File: src/rtl/card_read_verifier.sv
module card_read_verifier #(
  parameter int NUM_COLS     = 90,
  parameter int COL_BITS     = 6,
  parameter int NUM_STACKERS = 3,
  parameter int CNT_W        = 16,
  localparam int IDX_W = $clog2(NUM_COLS),
  localparam int SEL_W = $clog2(NUM_STACKERS),
  localparam int BAD_W = $clog2(NUM_COLS + 1)
) (
  input  logic                clk,
  input  logic                rst_n,
  input  logic                col_valid,
  input  logic                col_station,
  input  logic [IDX_W-1:0]    col_idx,
  input  logic [COL_BITS-1:0] col_holes,
  input  logic                cycle_start,
  input  logic [SEL_W-1:0]    stacker_sel,
  input  logic [SEL_W-1:0]    err_stacker,
  output logic                cycle_done,
  output logic                result_valid,
  output logic                rej_flag,
  output logic [BAD_W-1:0]    bad_cols,
  output logic [SEL_W-1:0]    stacker_out,
  output logic [CNT_W-1:0]    verified_cnt,
  output logic [CNT_W-1:0]    rejected_cnt
);

  localparam logic [IDX_W:0] COL_LIM = NUM_COLS[IDX_W:0];
  localparam logic [SEL_W:0] STK_LIM = NUM_STACKERS[SEL_W:0];
  localparam logic [CNT_W-1:0] CNT_MAX = {CNT_W{1'b1}};

  logic [COL_BITS-1:0] s1_buf   [NUM_COLS];
  logic [COL_BITS-1:0] s2_buf   [NUM_COLS];
  logic [COL_BITS-1:0] hold_buf [NUM_COLS];
  logic                hold_valid;

  logic                wr_ok;
  logic [NUM_COLS-1:0] col_diff;
  logic [BAD_W-1:0]    diff_cnt;
  logic                mismatch;
  logic                sel_ok;
  logic [SEL_W-1:0]    pick;

  assign wr_ok    = col_valid && !cycle_start && ({1'b0, col_idx} < COL_LIM);
  assign mismatch = |col_diff;
  assign sel_ok   = {1'b0, stacker_sel} < STK_LIM;
  assign pick     = (mismatch || !sel_ok) ? err_stacker : stacker_sel;

  for (genvar c = 0; c < NUM_COLS; c++) begin : g_col
    assign col_diff[c] = |(hold_buf[c] ^ s2_buf[c]);
  end

  always_comb begin
    diff_cnt = '0;
    for (int i = 0; i < NUM_COLS; i++) diff_cnt = diff_cnt + BAD_W'(col_diff[i]);
  end

  always_ff @(posedge clk or negedge rst_n) begin
    if (!rst_n) begin
      for (int i = 0; i < NUM_COLS; i++) begin
        s1_buf[i]   <= '0;
        s2_buf[i]   <= '0;
        hold_buf[i] <= '0;
      end
    end else begin
      if (wr_ok && !col_station) s1_buf[col_idx] <= col_holes;
      if (wr_ok &&  col_station) s2_buf[col_idx] <= col_holes;
      if (cycle_start) hold_buf <= s1_buf;
    end
  end

  always_ff @(posedge clk or negedge rst_n) begin
    if (!rst_n) begin
      hold_valid   <= 1'b0;
      cycle_done   <= 1'b0;
      result_valid <= 1'b0;
      rej_flag     <= 1'b0;
      bad_cols     <= '0;
      stacker_out  <= '0;
      verified_cnt <= '0;
      rejected_cnt <= '0;
    end else begin
      cycle_done <= cycle_start;
      if (cycle_start) begin
        hold_valid   <= 1'b1;
        result_valid <= hold_valid;
        if (hold_valid) begin
          rej_flag    <= mismatch;
          bad_cols    <= diff_cnt;
          stacker_out <= pick;
          if (mismatch && rejected_cnt != CNT_MAX) rejected_cnt <= rejected_cnt + 1'b1;
          if (!mismatch && verified_cnt != CNT_MAX) verified_cnt <= verified_cnt + 1'b1;
        end else begin
          rej_flag <= 1'b0;
          bad_cols <= '0;
        end
      end
    end
  end

  p_no_cmp_r2: assert property (@(posedge clk) disable iff (!rst_n)
    (cycle_done && !result_valid) |-> (!rej_flag && bad_cols == '0));

  p_flag_count_r3: assert property (@(posedge clk) disable iff (!rst_n)
    (cycle_done && result_valid) |-> (rej_flag == (bad_cols != '0)));

  p_err_route_r4: assert property (@(posedge clk) disable iff (!rst_n)
    (cycle_done && rej_flag) |-> (stacker_out == $past(err_stacker)));

  p_good_route_r5: assert property (@(posedge clk) disable iff (!rst_n)
    (cycle_done && result_valid && !rej_flag && ({1'b0, $past(stacker_sel)} < STK_LIM))
      |-> (stacker_out == $past(stacker_sel)));

  p_cnt_quiet_r6: assert property (@(posedge clk) disable iff (!rst_n)
    !cycle_start |=> ($stable(verified_cnt) && $stable(rejected_cnt)));

  p_cnt_no_wrap_r6: assert property (@(posedge clk) disable iff (!rst_n)
    (rejected_cnt == CNT_MAX) |=> (rejected_cnt == CNT_MAX));

endmodule

File: config.mk
export PLATFORM = sky130hd
export DESIGN_NAME = card_read_verifier
export DESIGN_NICKNAME = d
export VERILOG_FILES = /design/src/rtl/card_read_verifier.sv
export SDC_FILE = /design/constraint.sdc
export NUM_CORES = 2
export LEC_CHECK = 0
export BUFFER_PORTS_ARGS = -buffer_cell sky130_fd_sc_hd__buf_2
export CORE_UTILIZATION = 41
export DETAILED_ROUTE_END_ITERATION = 6
export GPL_TIMING_DRIVEN = 0
export SYNTH_ARGS = -nofsm -noshare
export SYNTH_HDL_FRONTEND = slang
export SYNTH_SLANG_ARGS = --single-unit
File: constraint.sdc
create_clock -name clk -period 11.5 [get_ports clk]
set_clock_uncertainty 0.05 [all_clocks]
set_input_delay 2.875 -clock clk [delete_from_list [all_inputs] [get_ports clk]]
set_output_delay 2.875 -clock clk [all_outputs]
set_load 0.01 [all_outputs]
==> summary.txt <==
Clocking
  • Post-CTS Resized: 0
  • Setup Fix Bufs, Post-CTS: 0
  • Hold bufs inserted after CTS: 0
  • Root buffer cell: clkbuf_16
  • CTS tree: yes
  • Clock slew at reported path FFs: 0.06 ns
  • CTS Buf Count: 175
  • H-tree depth: 4
  • Buffer depth of the longest clock path: 3
  • Worst skew pair latency: 0.82 ns
  • Clock Sinks: 1665

Die
  • Initial Util: 41.4%
  • Core area: 0.172 sq mm
  • Die width: 418 microns
  • I/O pin count: 66
  • Area of the die: 0.175 sq mm
  • Chip height: 418 microns
  • Cell Rows: 152

Setup path
  • Critical Path Most Common Cell: fa_1
  • Reg-to-Reg Start: s2_buf[301]
  • CP max stage cell: nor4_1
  • R2r worst-path depth: 26
  • Crit path DAT: 9.70 ns
  • CP top delay family: adder cells
  • FF-to-FF setup slack: 2.42 ns
  • CP max FO: 2
  • Worst setup SP type: flip-flop
  • Setup crit end: bad_cols[6]
  • Critical Path Start: s2_buf[301]
  • Max incr delay on CP: 1.03 ns
  • Worst Setup Path Type: flip-flop to flip-flop
  • Crit path required time: 12.12 ns
  • Cell depth of the worst setup path: 26
  • Worst Path Buf+Inv: 5
  • Crit Reg-Reg Endpoint: bad_cols[6]
  • Crit path capture type: flip-flop

Global routing
  • First-pass GRT wire length: 283000 microns
  • Initial antenna violation count: 14
  • Largest net degree at the start of global routing: 171
  • Total grt overflow: 0
  • GRT Resource Usage Total: 22.2%
  • Vias in the first global route: 41711

Routing
  • Residual DRC: 0
  • DRT Pass-1 Iters: 5
  • Via count: 39733
  • Routed Antenna Nets: 0
  • 1st-iter DRT viols: 2567
  • Wire per inst: 25.0 microns
  • DRT Wirelength: 190000 microns
  • Vias per cell: 5.22

Layout
  • Nets: 5286
  • Final instance area: 0.0804 sq mm
  • Layout cells sized above 1: 37.5%
  • Commonest non-fill, non-tap cell in the layout: dfrtp_1
  • Non-Filler Instances: 7618
  • Commonest non-fill, non-tap cells in the layout: 1665 x dfrtp_1, 1621 x mux2_2, 350 x xor2_1
  • Synth-to-layout area growth: 13.1%

Placement
  • Hpwl dp: 130000 microns
  • Post-place setup slack: 2.44 ns
  • Placed Instances: 7297
  • Port buffer count: 54
  • GPL Wtd Cong: 0.890
  • Post-DP Area: 0.0747 sq mm

STA
  • Relative slew slack: -3.14%
  • RSZ-0062 raised after global routing: no
  • Max Slew Vio Count: 22
  • Worst slew pin tran: 1.55 ns
  • Setup TNS: 0 ns
  • Final period util: 79.0%
  • Fmax: 0.110 GHz
  • Minimum clock period: 9.08 ns
  • Setup ws final: 2.42 ns
  • Hold Fails Final Rpt: 0
  • # setup viols final: 0

Pwr
  • Comb pwr share: 40.9%
  • VDD IR max: 1.87 mV
  • Pwr per Cell Area: 248 mW/mm^2
  • Power Total: 0.0199 W
  • Sw power: 0.00740 W
  • Internal power: 0.0125 W
  • Leakage: 42.0 nW
  • Switching Share: 37.1%
  • Sequential share of power: 30.8%
  • Clock share of power: 28.3%

Yosys
  • Cells after Synth: 4916
  • Synth top area share: 58.6%
  • Post-synth ARST share: 100%
  • Seq/Total Area, Yosys: 58.6%
  • Area leader, netlist: dfrtp_1
  • Synth Area per Inst: 14.5 sq um
  • Top cells by area, synth: dfrtp_1 59%, mux2_2 26%, xor2_1 4.3%, xnor2_1 2.8%, fa_1 2.2%
  • Post-Syn Nets: 5037
  • Number of synthesized flops with an enable pin: 0
  • #FFs+latches synth: 1665
  • Leading register cell type out of synthesis: dfrtp_1
  • Post-synth cell types: 46
  • Mapped cell area: 0.0711 sq mm
  • Ys Warns: 0

Worst hold path
  • Hold Path Origin: rejected_cnt[6]
  • Worst min-delay path class: flip-flop to flip-flop

Run status
  • Violated checks: max-capacitance violations, max-slew violations
  • Status: finished with violations

Run
  • Number of max-cap violations: 3
-- sequential cells by signal, summed over array words and instances (netlist names) --
signal        flops
s2_buf          540
s1_buf          540
verified_cnt     16
result_valid      1
rej_flag          1
bad_cols          7
hold_buf        540
cycle_done        1
stacker_out       2
rejected_cnt     16
hold_valid        1
-- cell type report --
| class | count | area (sq um) |
|---|---|---|
| buffer | 211 | 810 |
| clock buffer | 269 | 5190 |
| timing repair buffer | 72 | 636 |
| clock inverter | 42 | 498 |
| antenna | 9 | 22.5 |
| sequential | 1665 | 41700 |
| multi-input combinational | 2957 | 28400 |
| tap | 2310 | 2890 |
| inverter | 83 | 312 |
| fill | 15297 | 91500 |
-- cells in the mapped netlist, types with 2 or more instances --
cell type / number
o21ai_0: 4
o22ai_1: 6
buf_1: 6
or4bb_1: 4
nand4_1: 67
fa_1: 78
and2_1: 5
inv_1: 83
nor2_1: 188
and4_1: 2
dfrtp_1: 1665
xor2_1: 350
nand4bb_1: 2
nor2b_1: 9
nand4b_1: 2
nor3_1: 19
nor3b_1: 3
clkbuf_1: 202
nand3_1: 30
nor4_1: 77
ha_1: 21
a21o_1: 4
nand2b_1: 8
a21oi_1: 5
buf_4: 2
mux2_2: 1621
xnor2_1: 224
or4_1: 6
and3_1: 16
nand2_1: 186
or2_2: 6
-- power by group through the flow --
| stage | Combinational (W) | Clock [W] | Sequential [W] |
|---|---|---|---|
| after floorplan | 0.00628 | 0 | 0.00627 |
| after global placement | 0.00811 | 0 | 0.00626 |
| after detailed placement | 0.00811 | 0 | 0.00625 |
| after CTS | 0.00817 | 0.00575 | 0.00614 |
| after global routing | 0.00896 | 0.00599 | 0.00616 |
| final | 0.00814 | 0.00563 | 0.00614 |
-- metrics by stage --
stage / utilization (%) / hold WS (ns)
2_1_floorplan: - / 0.424
3_5_place_dp: 43.4 / 0.423
3_3_place_gp: 43.2 / 0.416
4_1_cts: 46.8 / 0.436
5_1_grt: 46.8 / 0.451
6_report: 46.8 / 0.434
-- kinds of logic after synthesis --
kind of cell	count (synthesis)	share of synthesized area (%)
compound gates	25	0.225
buf+inv	294	1.56
xor+xnor	574	7.07
flops	1665	58.6
mux	1622	25.7
fa+ha+maj	99	2.57
simple gates	637	4.31
-- how the worst min path moves through the flow --
stage,endpoint,slack [ns],depth (start not counted)
global placement,rejected_cnt[11],0.42,1
finish,rejected_cnt[6],0.43,1
CTS,rejected_cnt[11],0.44,1
global route,hold_buf[305],0.45,1
floorplan,hold_buf[5],0.42,1
detailed placement,stacker_out[1],0.42,2
-- layer usage --
layer	vias up	GRT usage, %	wire length [microns]
li1	17540	-	-
met1	21162	30.7	86400
met2	730	35.4	89600
met3	301	3.34	7890
met4	0	7.69	6540
met5	-	0	0
Note: power is estimated with default switching activity, not from simulation.
